[config.mk]
export PLATFORM = sky130hd
export DESIGN_NAME = ga_run_ctrl
export DESIGN_NICKNAME = d
export VERILOG_FILES = /design/src/rtl/ga_ctrl_pkg.sv /design/src/rtl/ga_ctrl_fsm.sv /design/src/rtl/ga_ctrl_arb.sv /design/src/rtl/ga_ctrl_resp.sv /design/src/rtl/ga_run_ctrl.sv
export SDC_FILE = /design/constraint.sdc
export NUM_CORES = 1
export LEC_CHECK = 0
export ABC_AREA = 1
export BUFFER_PORTS_ARGS = -buffer_cell sky130_fd_sc_hd__buf_2
export CORE_UTILIZATION = 34
export DETAILED_ROUTE_END_ITERATION = 10
export PLACE_DENSITY_LB_ADDON = 0.2
export SYNTH_ARGS = -nofsm -noshare
export SYNTH_HDL_FRONTEND = slang
export SYNTH_SLANG_ARGS = --single-unit
[constraint.sdc]
create_clock -name clk -period 2.57 [get_ports clk]
set_clock_uncertainty 0.1 [all_clocks]
set_input_delay 0 -clock clk [delete_from_list [all_inputs] [get_ports clk]]
set_output_delay 0 -clock clk [all_outputs]
set_load 0.02 [all_outputs]
[src/rtl/ga_ctrl_pkg.sv]
package ga_ctrl_pkg;

  typedef enum logic [1:0] {
    ST_IDLE   = 2'd0,
    ST_NOTIFY = 2'd1,
    ST_RUN    = 2'd2,
    ST_SHUT   = 2'd3
  } run_state_e;

  // Parameter indices inside the parameter area
  localparam int unsigned PIX_POPSIZE = 0;
  localparam int unsigned PIX_XOVER   = 1;
  localparam int unsigned PIX_MUTATE  = 2;
  localparam int unsigned PIX_GENLIM  = 3;
  localparam int unsigned PIX_SEED    = 4;
  localparam int unsigned NUM_PRM     = 5;

  // Address of an entry inside a RAM region
  function automatic int unsigned region_addr(input int unsigned base,
                                              input int unsigned ofs);
    return base + ofs;
  endfunction

endpackage

[src/rtl/ga_ctrl_fsm.sv]
module ga_ctrl_fsm
  import ga_ctrl_pkg::*;
(
  input  logic       clk,
  input  logic       rst_n,
  input  logic       go_i,
  input  logic       fit_done_i,
  output run_state_e state_o,
  output logic       done_o
);

  run_state_e st_q, st_d;
  logic       done_q;

  always_comb begin
    st_d = st_q;
    unique case (st_q)
      ST_IDLE:   if (go_i) st_d = ST_NOTIFY;
      ST_NOTIFY: st_d = ST_RUN;
      ST_RUN:    if (fit_done_i) st_d = ST_SHUT;
      ST_SHUT:   if (done_q && !go_i) st_d = ST_IDLE;
      default:   st_d = ST_IDLE;
    endcase
  end

  always_ff @(posedge clk) begin
    if (!rst_n) begin
      st_q   <= ST_IDLE;
      done_q <= 1'b0;
    end else begin
      st_q   <= st_d;
      // done follows the first shutdown cycle and holds until exit
      done_q <= (st_q == ST_SHUT) && (st_d == ST_SHUT);
    end
  end

  assign state_o = st_q;
  assign done_o  = done_q;

endmodule

[src/rtl/ga_ctrl_arb.sv]
module ga_ctrl_arb #(
  parameter int unsigned NUNIT = 4
) (
  input  logic             en_i,
  input  logic             fw_req_i,
  input  logic             sq_req_i,
  input  logic [NUNIT-1:0] prm_req_i,
  output logic             fw_gnt_o,
  output logic             sq_gnt_o,
  output logic [NUNIT-1:0] prm_gnt_o
);

  logic [NUNIT-1:0] taken;

  assign fw_gnt_o = en_i & fw_req_i;
  assign sq_gnt_o = en_i & sq_req_i & ~fw_req_i;
  assign taken[0] = ~en_i | fw_req_i | sq_req_i;

  for (genvar u = 0; u < NUNIT; u++) begin : g_prm
    assign prm_gnt_o[u] = prm_req_i[u] & ~taken[u];
    if (u < NUNIT - 1) begin : g_chain
      assign taken[u+1] = taken[u] | prm_req_i[u];
    end
  end

endmodule

[src/rtl/ga_ctrl_resp.sv]
module ga_ctrl_resp #(
  parameter int unsigned NCLI = 5
) (
  input  logic            clk,
  input  logic            rst_n,
  input  logic [NCLI-1:0] rd_gnt_i,
  output logic [NCLI-1:0] rd_vld_o
);

  always_ff @(posedge clk) begin
    if (!rst_n) rd_vld_o <= '0;
    else        rd_vld_o <= rd_gnt_i;
  end

endmodule

[src/rtl/ga_run_ctrl.sv]
module ga_run_ctrl
  import ga_ctrl_pkg::*;
#(
  parameter int unsigned NUNIT    = 4,
  parameter int unsigned DW       = 16,
  parameter int unsigned AW       = 8,
  parameter int unsigned PW       = 6,
  parameter int unsigned IW       = 3,
  parameter int unsigned POP_BASE = 0,
  parameter int unsigned PRM_BASE = 200
) (
  input  logic                      clk,
  input  logic                      rst_n,
  input  logic                      go_i,
  output logic                      done_o,
  output logic [NUNIT-1:0]          wrk_start_o,
  output logic                      wrk_en_o,
  output logic                      wrk_stop_o,
  input  logic                      fit_done_i,
  input  logic                      fw_req_i,
  input  logic [PW-1:0]             fw_addr_i,
  input  logic [DW-1:0]             fw_data_i,
  output logic                      fw_gnt_o,
  input  logic                      sq_req_i,
  input  logic [PW-1:0]             sq_addr_i,
  output logic                      sq_gnt_o,
  input  logic [NUNIT-1:0]          prm_req_i,
  input  logic [NUNIT-1:0][IW-1:0]  prm_idx_i,
  output logic [NUNIT-1:0]          prm_gnt_o,
  output logic [NUNIT:0]            rd_vld_o,
  output logic [DW-1:0]             rd_data_o,
  output logic                      mem_en_o,
  output logic                      mem_we_o,
  output logic [AW-1:0]             mem_addr_o,
  output logic [DW-1:0]             mem_wdata_o,
  input  logic [DW-1:0]             mem_rdata_i
);

  localparam int unsigned NCLI = NUNIT + 1;

  run_state_e      st;
  logic [NCLI-1:0] rd_gnt;
  logic            any_gnt;
  logic [IW-1:0]   sel_idx;

  ga_ctrl_fsm u_fsm (
    .clk        (clk),
    .rst_n      (rst_n),
    .go_i       (go_i),
    .fit_done_i (fit_done_i),
    .state_o    (st),
    .done_o     (done_o)
  );

  assign wrk_start_o = {NUNIT{st == ST_NOTIFY}};
  assign wrk_en_o    = (st == ST_RUN);
  assign wrk_stop_o  = (st == ST_SHUT);

  ga_ctrl_arb #(.NUNIT(NUNIT)) u_arb (
    .en_i      (wrk_en_o),
    .fw_req_i  (fw_req_i),
    .sq_req_i  (sq_req_i),
    .prm_req_i (prm_req_i),
    .fw_gnt_o  (fw_gnt_o),
    .sq_gnt_o  (sq_gnt_o),
    .prm_gnt_o (prm_gnt_o)
  );

  assign rd_gnt  = {sq_gnt_o, prm_gnt_o};
  assign any_gnt = fw_gnt_o | (|rd_gnt);

  always_comb begin
    sel_idx = '0;
    for (int u = 0; u < NUNIT; u++) begin
      if (prm_gnt_o[u]) sel_idx = prm_idx_i[u];
    end
  end

  always_comb begin
    mem_addr_o = '0;
    if (fw_gnt_o)
      mem_addr_o = AW'(region_addr(POP_BASE, 32'(fw_addr_i)));
    else if (sq_gnt_o)
      mem_addr_o = AW'(region_addr(POP_BASE, 32'(sq_addr_i)));
    else if (|prm_gnt_o)
      mem_addr_o = AW'(region_addr(PRM_BASE, 32'(sel_idx)));
  end

  assign mem_en_o    = any_gnt;
  assign mem_we_o    = fw_gnt_o;
  assign mem_wdata_o = fw_data_i;

  ga_ctrl_resp #(.NCLI(NCLI)) u_resp (
    .clk      (clk),
    .rst_n    (rst_n),
    .rd_gnt_i (rd_gnt),
    .rd_vld_o (rd_vld_o)
  );

  assign rd_data_o = mem_rdata_i;

endmodule

==> flow_summary.toml, run 1 <==
[run_status]
status = "complete, no violations"

[layout]
nets = 269
antenna_cells = 0
area_delta_synth_final_pct = 47.5
fillers = 260
drive_gt1_share_pct = 38.8
multi_input_area_um2 = 427
seq_area_um2 = 160

[pwr]
p_total_mw = 0.455
ir_drop_uv = 214
power_density_nw_per_um2 = 327
p_leak_nw = 0.800

[logic_synthesis]
synth_nets = 204
synthCells = 138
avgSynthCellArea_um2 = 6.84
synth-main-ff-cell = "dfxtp_1"
synth_cell_types = 23
ys_seq_area_share_pct = 17.0
async_flop_share_pct = 0
syn_area_um2 = 943
synth-seq-cells = 8
synth_edf_count = 0
yosysWarnings = 0

[placed_design]
place_hpwl_mm = 1.87
numPortBuffers = 61
place.gp.congestion = 0.814

[setup_path]
critPathKind = "primary input to output port"
critPathMaxFanout = 8
crit_path_end_kind = "output port"
arrival_ns = 1.70
cp_slowest_stage_delay_ns = 0.53
cp_cell_sequence = "dlygate4sd3_1, buf_2, inv_1, nand4_2, nor2_4, nand2_2, nand3_1, nand2_1, nand3_1, buf_2"
worst_path_max_delay_cell = "dlygate4sd3_1"
worstPathRequired_ns = 2.47
critPathBufInv = 4
crit_family = "buffers and inverters"
cp-start-kind = "primary input"

[job]
drv_cap = 0

[global_route]
use_met3_pct = 1.39
grt.total_usage_pct = 14.7
first_global_vias = 807
globalRouteMet1Util_pct = 17.7
grtUsageMet2_pct = 27.3
busiest_layer = "met2"
grt_pass1_wl_mm = 3.23
grt_max_degree = 10
antenna_found_initial = 0
gr-total-overflow = 0

[route]
detail-route-antenna-nets = 0
viasPerCell = 4.58
drt_iter0_drc = 12
wl_mm = 2.58
dr.pass1.iters = 4
drcViolationCount = 0
post_drt_wl_per_cell_um = 11.2
vias = 1058

[clock_tree]
cts_tree = "yes"
h-tree-depth = 1
cts.sinks = 8
cts_root_buf = "clkbuf_4"
cts.path.max_buffers = 2
cts_resized = 0
clk_latency_ns = 0.25
cts.clk_slew.worst_paths_ns = 0.05
numCtsBuffers = 3

[die]
die_area_um2 = 2990
initial_utilization_pct = 37.1
core_um2 = 2540
num_rows = 18
die_h_um = 54.7
pin_count = 126
die_w_um = 54.7

[sta]
maxSlewViolCount = 0
timing.final.crit_share_pct = 70.2
tightest_slew_ns = 0.576
slew_headroom_pct = 61.4
layout_min_cycle_time_ns = 1.80
setup_violations = 0
rsz0062_at_grt = "no"
tns_ns = 0
max_freq_mhz = 554
finalHoldViolCount = 0

[hold_path]
worst_hold_path_type = "primary input to flip-flop"
[path summary, 6_finish.rpt]
kind	end	slack, ns	cells past startpoint	start
setup / recovery	mem_addr_o[1]	0.77	10	sq_req_i
hold / removal	u_resp.rd_vld_o[1]	0.02	3	prm_req_i[1]
hold reg to reg	u_fsm.state_o[1]	0.44	3	u_fsm.done_o
setup reg to reg	u_resp.rd_vld_o[3]	1.27	6	u_fsm.state_o[1]
[cells in the mapped netlist, types with 2 or more instances]
cell / instances / area share (%)
a22o_1: 2 / 1.9
buf_4: 37 / 29
dfxtp_1: 8 / 17
inv_1: 19 / 7.6
inv_2: 2 / 0.80
nand2_1: 24 / 9.5
nand3_1: 10 / 5.3
nand3_4: 2 / 3.7
nand4_1: 7 / 4.6
nor2_1: 10 / 4.0
nor2_2: 2 / 1.3
nor2_4: 2 / 2.4
nor3_1: 3 / 1.6
[flip-flops by register name (all words and copies together) (netlist names)]
register         flops
u_resp.rd_vld_o      5
u_fsm.state_o        2
u_fsm.done_o         1
[through the flow]
step	area [um2]	setup slack [ns]	utilization (%)	instances	hold slack (ns)
final	1390	0.765	54.7	231	0.0180
after global routing	1390	0.586	54.7	231	0.0408
after CTS	1390	0.734	54.7	231	0.0118
after detailed placement	1010	1.03	39.6	192	-0.0999
after global placement	1010	1.06	39.6	192	-0.0999
after floorplan	943	0.793	-	138	-0.0215
[worst register-to-register path, cell delays in order, from the launching register on]
cell	delay, ns
dfxtp_1	0.47
inv_2	0.09
nor2_4	0.10
nand4_2	0.10
nor2_4	0.15
nand2_2	0.13
nor2_1	0.10
[cells by family after synthesis]
group | synth area share [%]
simple gates | 41.1
buf+inv | 37.8
flops | 17.0
compound gates | 4.11
[power by group]
| group | internal (mW) | total (mW) | switching (mW) | leakage (nW) |
|---|---|---|---|---|
| Combinational | 0.0899 | 0.226 | 0.136 | 0.721 |
| Sequential | 0.130 | 0.138 | 0.00800 | 0.0650 |
| Clock | 0.0531 | 0.0912 | 0.0380 | 0.0138 |
| Total | 0.273 | 0.455 | 0.182 | 0.800 |
[timing repair]
item / 4_1_cts / 5_1_grt
buffers inserted: 0 / 0
hold buffers: 36 / 0
endpoints found under the hold margin: 38 / 0
[layout by cell type (no fill, tap or decap), types with 3 or more instances in the layout]
cell type / instances
clkbuf_4: 3
dlygate4sd3_1: 36
nand4_1: 7
buf_2: 61
nor3_1: 3
nor2_1: 10
nand3_1: 10
dfxtp_1: 8
inv_1: 19
nand2_1: 24
[layout make-up]
cell class	count	share of cell area (%)
Timing Repair Buffer	97	47.8
Clock buffer	3	1.62
Multi-Input combinational cell	72	30.7
Sequential cell	8	11.5
Inverter	21	5.67
Tap cell	30	2.70
[routing by layer]
| layer | routed length (um) | part of all wire [%] | up-vias |
|---|---|---|---|
| li1 | - | - | 532 |
| met1 | 1000 | 39 | 461 |
| met2 | 1370 | 53 | 63 |
| met3 | 202 | 7.8 | 2 |
| met4 | 12 | 0.46 | 0 |
| met5 | 0 | 0 | - |
Note: power is estimated with default switching activity, not from simulation.
==> inputs of run 2 (changes only) <==
CORE_UTILIZATION = 28   (was 34)
clock period = 1.6 ns   (was 2.57 ns; I/O delays follow)
==> run 2 against run 1 <==
  * The run now ends with negative setup slack left
  * Global-route usage hardly changed
  * Non-clock buffer count is 1 higher
  * Routed wire length increased by 8.6%
==> flow_summary.toml, run 2 (synthesized netlist as in run 1, its figures left out) <==
[sta]
layout_min_cycle_time_ns = 1.69
hold_ws_ns = 0.0164
finalHoldViolCount = 0
slew_headroom_pct = 78.5
setup_violations = 5
max_freq_mhz = 593
rsz0062_at_grt = "yes"
fin_ws_ns = -0.0857
tightest_slew_ns = 0.322
timing.final.crit_share_pct = 105
maxSlewViolCount = 0
tns_ns = -0.199

[placed_design]
numPortBuffers = 61
place_inst = 207
place_hpwl_mm = 2.04
place.gp.congestion = 0.730
dpl_cell_area_um2 = 1040

[setup_path]
cp_cell_sequence = "inv_4, nand3_4, nor2_8, nand3_2, nand2_1, nand2_1, nand3_1, nand2_1, nand3_1, buf_2"
crit_path_frequent_cell = "nand2_1"
critPathMaxFanout = 5
worst_path_max_delay_cell = "dfxtp_4"
critPathBufInv = 2
arrival_ns = 1.59
critPathKind = "flip-flop to output port"
crit_path_end_kind = "output port"
worstPathRequired_ns = 1.50
r2r-start = "u_fsm.state_o[1]"
cp_slowest_stage_delay_ns = 0.37
crit_path_start = "u_fsm.state_o[0]"
crit_family = "simple AND/OR/NAND/NOR gates"
cp-start-kind = "flip-flop"
r2r_slack_ns = 0.42

[layout]
antenna_cells = 0
seq_area_um2 = 168
drive_gt1_share_pct = 42.1
stdcell_area_um2 = 1460
nets = 270
largest_register = "u_resp.rd_vld_o"
final_core_util_pct = 46.6
final_cell_mix = "58 x buf_2, 35 x dlygate4sd3_1, 24 x nand2_1"
largest_reg_flops = 5
multi_input_area_um2 = 447
fillers = 332
stdcell_count = 246
final_common_cell = "buf_2"
area_delta_synth_final_pct = 54.6

[pwr]
p_sw_mw = 0.306
ir_drop_uv = 244
p_leak_nw = 0.824
seqPwrFrac_pct = 29.5
p_clk_share_pct = 20.3
intPower_mw = 0.451
swShare_pct = 40.4
pwr-share-comb_pct = 50.2
power_density_nw_per_um2 = 519

[die]
die_w_um = 60.0
die_h_um = 60.0
pin_count = 126
initial_utilization_pct = 30.2
core_um2 = 3130
die_area_um2 = 3610
num_rows = 20

[global_route]
grt_max_degree = 10
grt.total_usage_pct = 14.7
grt_pass1_wl_mm = 4.00
gr-total-overflow = 0
first_global_vias = 951
antenna_found_initial = 0

[route]
detail-route-antenna-nets = 0
drt_iter0_drc = 30
post_drt_wl_per_cell_um = 11.4
viasPerCell = 4.38
vias = 1077
dr.pass1.iters = 4
drcViolationCount = 0
wl_mm = 2.80

[clock_tree]
clk_latency_ns = 0.25
cts.path.max_buffers = 2
cts_tree = "yes"
cts.clk_slew.worst_paths_ns = 0.06
cts_root_buf = "clkbuf_4"
cts.sinks = 8
numCtsBuffers = 3
h-tree-depth = 1

[job]
drv_cap = 0

[run_status]
violations = "negative setup slack"
status = "complete, but fails checks"

[hold_path]
min_from = "prm_req_i[1]"
worst_hold_path_type = "primary input to flip-flop"
[run 2: metal layers]
layer | wire length, um | GRT usage, %
met1 | 993 | 15.5
met2 | 1550 | 30.3
met3 | 261 | 3.68
met4 | 0 | 0
met5 | 0 | 0
[run 2: timing repair]
item | CTS | global route
setup buffers | 1 | 0
pin swaps | 1 | 1
setup endpoints to repair | 10 | 9
endpoints found under the hold margin | 36 | 0
hold buffers | 35 | 0
resized for setup | 9 | 3
[run 2: cell type report]
| class | count | share of cell area, % |
|---|---|---|
| multi-input cells | 72 | 30.6 |
| well taps | 44 | 3.77 |
| flip-flops and latches | 8 | 11.5 |
| inverters | 21 | 5.57 |
| repair buffers | 98 | 47.0 |
| clock buffers | 3 | 1.54 |
[run 2: power by group through the flow]
stage	clock [mW]	combinational, mW	sequential [mW]
2_1_floorplan	0	0.269	0.225
3_3_place_gp	0	0.239	0.224
3_5_place_dp	0	0.239	0.224
4_1_cts	0.159	0.379	0.223
5_1_grt	0.176	0.408	0.225
6_report	0.154	0.380	0.223
[run 2: path summary, 6_finish.rpt]
check / to / depth (start not counted)
worst min register to register: u_fsm.state_o[1] / 3
worst max register to register: u_resp.rd_vld_o[3] / 6
worst max-delay path: mem_addr_o[0] / 10
worst min-delay path: u_resp.rd_vld_o[1] / 3
[run 2: stage by stage]
stage	setup slack, ns	power (mW)
5_1_grt	-0.205	0.809
3_5_place_dp	0.0821	0.464
2_1_floorplan	0.0210	0.494
6_report	-0.0857	0.757
3_3_place_gp	0.102	0.463
4_1_cts	-0.0837	0.761
[run 2: worst register-to-register path: cells and delay by family, from the launching register on]
| family | cells | cell delay [ns] |
|---|---|---|
| DFF | 1 | 0.38 |
| and+or+nand+nor | 5 | 0.57 |
| buffers and inverters | 1 | 0.05 |
==> inputs of run 3 (changes only) <==
BUFFER_PORTS_ARGS = default   (was -buffer_cell sky130_fd_sc_hd__buf_2)
CORE_AREA = 2 2 49 51   (was default)
CORE_UTILIZATION = default   (was 28)
DIE_AREA = 0 0 51 53   (was default)
DONT_BUFFER_PORTS = 1   (was default)
==> run 3 against run 2 <==
  * The flow still finishes with violations (negative setup slack)
  * Utilization increased by 15 points
  * Worst hold slack improved by 0.052 ns
  * Non-clock buffer count decreased by 42
  * Critical path type unchanged
  * Combinational power decreased by 11%
  * Via count decreased by 12%
  * Power decreased by 5.4%
  * Sequential share of layout area increased by 0.90 points
  * Clock-buffer cell count unchanged
  * Final cell count decreased by 24%
  * Register-to-register slack got worse by 0.21 ns
==> flow_summary.toml, run 3 (synthesized netlist as in run 1, its figures left out) <==
[layout]
largest_register = "u_resp.rd_vld_o"
antenna_cells = 0
largest_reg_flops = 5
stdcell_count = 188
fillers = 206
area_delta_synth_final_pct = 41.2
final_common_cell = "dlygate4sd3_1"
stdcell_area_um2 = 1330
multi_input_area_um2 = 489
drive_gt1_share_pct = 27.5
nets = 228
seq_area_um2 = 165
final_cell_mix = "41 x dlygate4sd3_1, 22 x nand2_1, 18 x inv_1"

[placed_design]
place.gp.congestion = 0.827
place_inst = 138
place_hpwl_mm = 1.77
numPortBuffers = 0
dpl_cell_area_um2 = 791

[sta]
tightest_slew_ns = 0.353
setup_violations = 3
timing.final.crit_share_pct = 102
rsz0062_at_grt = "yes"
maxSlewViolCount = 0
fin_ws_ns = -0.0260
finalHoldViolCount = 0
slew_headroom_pct = 76.2
layout_min_cycle_time_ns = 1.63
max_freq_mhz = 615

[setup_path]
critPathCapture = "mem_en_o"
critPathKind = "flip-flop to output port"
r2r-start = "u_fsm.state_o[0]"
worstPathRequired_ns = 1.50
r2r-end = "u_resp.rd_vld_o[4]"
arrival_ns = 1.53
critPathMaxFanout = 5
cp-start-kind = "flip-flop"
r2r_slack_ns = 0.21
crit_path_start = "u_fsm.state_o[0]"
crit_path_end_kind = "output port"
reg2reg_depth = 4

[pwr]
swShare_pct = 40.6
power_density_nw_per_um2 = 538
pwr-share-comb_pct = 47.4
intPower_mw = 0.426
p_total_mw = 0.716
seqPwrFrac_pct = 31.6
p_leak_nw = 0.666
p_sw_mw = 0.291
ir_drop_uv = 313
p_clk_share_pct = 21.0

[global_route]
gr-total-overflow = 0
first_global_vias = 851
grt_max_degree = 10
grt.total_usage_pct = 18.9
antenna_found_initial = 0
grt_pass1_wl_mm = 3.75

[clock_tree]
numCtsBuffers = 3
h-tree-depth = 1
cts_root_buf = "clkbuf_4"
cts.clk_slew.worst_paths_ns = 0.05
clk_latency_ns = 0.25
cts.sinks = 8
cts_tree = "yes"
cts.path.max_buffers = 2

[hold_path]
worst_hold_path_type = "primary input to flip-flop"
holdPathStages = 3

[route]
drcViolationCount = 0
vias = 949
detail-route-antenna-nets = 0
wl_mm = 2.80
drt_iter0_drc = 10
post_drt_wl_per_cell_um = 14.9
viasPerCell = 5.05
dr.pass1.iters = 4

[run_status]
status = "complete, but fails checks"
violations = "negative setup slack"

[die]
pin_count = 126
core_um2 = 2150
num_rows = 17
die_area_um2 = 2700
die_w_um = 51
die_h_um = 53
initial_utilization_pct = 43.9

[job]
drv_cap = 0
## run 3: changes by cell type in the layout (fill, tap and decap cells not counted), moves of 2 or more
cell and change:
buf_2 -58, buf_4 +10, dlygate4sd3_1 +6, nand2_1 -2, nand3_1 -2
## run 3: worst min-delay path by stage
stage,start,end,slack (ns)
final,prm_req_i[0],u_resp.rd_vld_o[1],0.07
after floorplan,sq_req_i,prm_gnt_o[0],-0.04
after detailed placement,fw_data_i[4],mem_wdata_o[4],-0.1
after global placement,fw_data_i[4],mem_wdata_o[4],-0.1
after global routing,sq_addr_i[2],mem_addr_o[2],0.08
after CTS,prm_req_i[0],u_resp.rd_vld_o[2],0.04
## run 3: cell type report
| cell class | instances | share of cell area [%] |
|---|---|---|
| Sequential cell | 8 | 12.4 |
| Tap cell | 28 | 2.63 |
| Inverter | 21 | 6.10 |
| Timing Repair Buffer | 56 | 40.5 |
| Multi-Input combinational cell | 72 | 36.7 |
| Clock buffer | 3 | 1.69 |
## run 3: power by group through the flow
stage                     Clock [mW]  Sequential, mW  Combinational (mW)
after floorplan                    0           0.225               0.269
after global placement             0           0.227               0.173
after detailed placement           0           0.227               0.173
after CTS                      0.163           0.226               0.324
after global routing           0.171           0.227               0.360
final                          0.151           0.226               0.339
## run 3: worst max-delay path, stage by stage (launching register included)
cell	delay [ns]
dfxtp_4	0.36
inv_4	0.07
nand3_4	0.11
nor2_8	0.15
nand3_4	0.12
nor2_4	0.14
nor3_4	0.06
buf_4	0.14
nand3_2	0.11
## run 3: repair_timing
item                                   4_1_cts  5_1_grt
gates resized for setup                     11        7
setup buffers                                2        4
pin swaps                                    1        3
endpoints found under the hold margin       40        0
hold buffers                                41        0
setup endpoints to repair                    7        9
## run 3: routing by layer
metal / track usage [%] / routed length, um / vias up
met5: 0 / 0 / -
met4: 11.3 / 94 / 0
li1: - / - / 450
met3: 4.52 / 252 / 10
met1: 18.3 / 850 / 416
met2: 36.1 / 1610 / 73
## run 3: per-stage QoR
stage	hold slack, ns	setup slack [ns]	setup TNS, ns	util [%]
3_3_place_gp	-0.0999	0.0958	0	36.8
2_1_floorplan	-0.0416	0.0210	0	-
5_1_grt	0.0780	-0.123	-0.747	62.0
6_report	0.0686	-0.0260	-0.0612	62.0
3_5_place_dp	-0.0999	0.112	0	36.8
4_1_cts	0.0440	-0.0390	-0.155	59.3
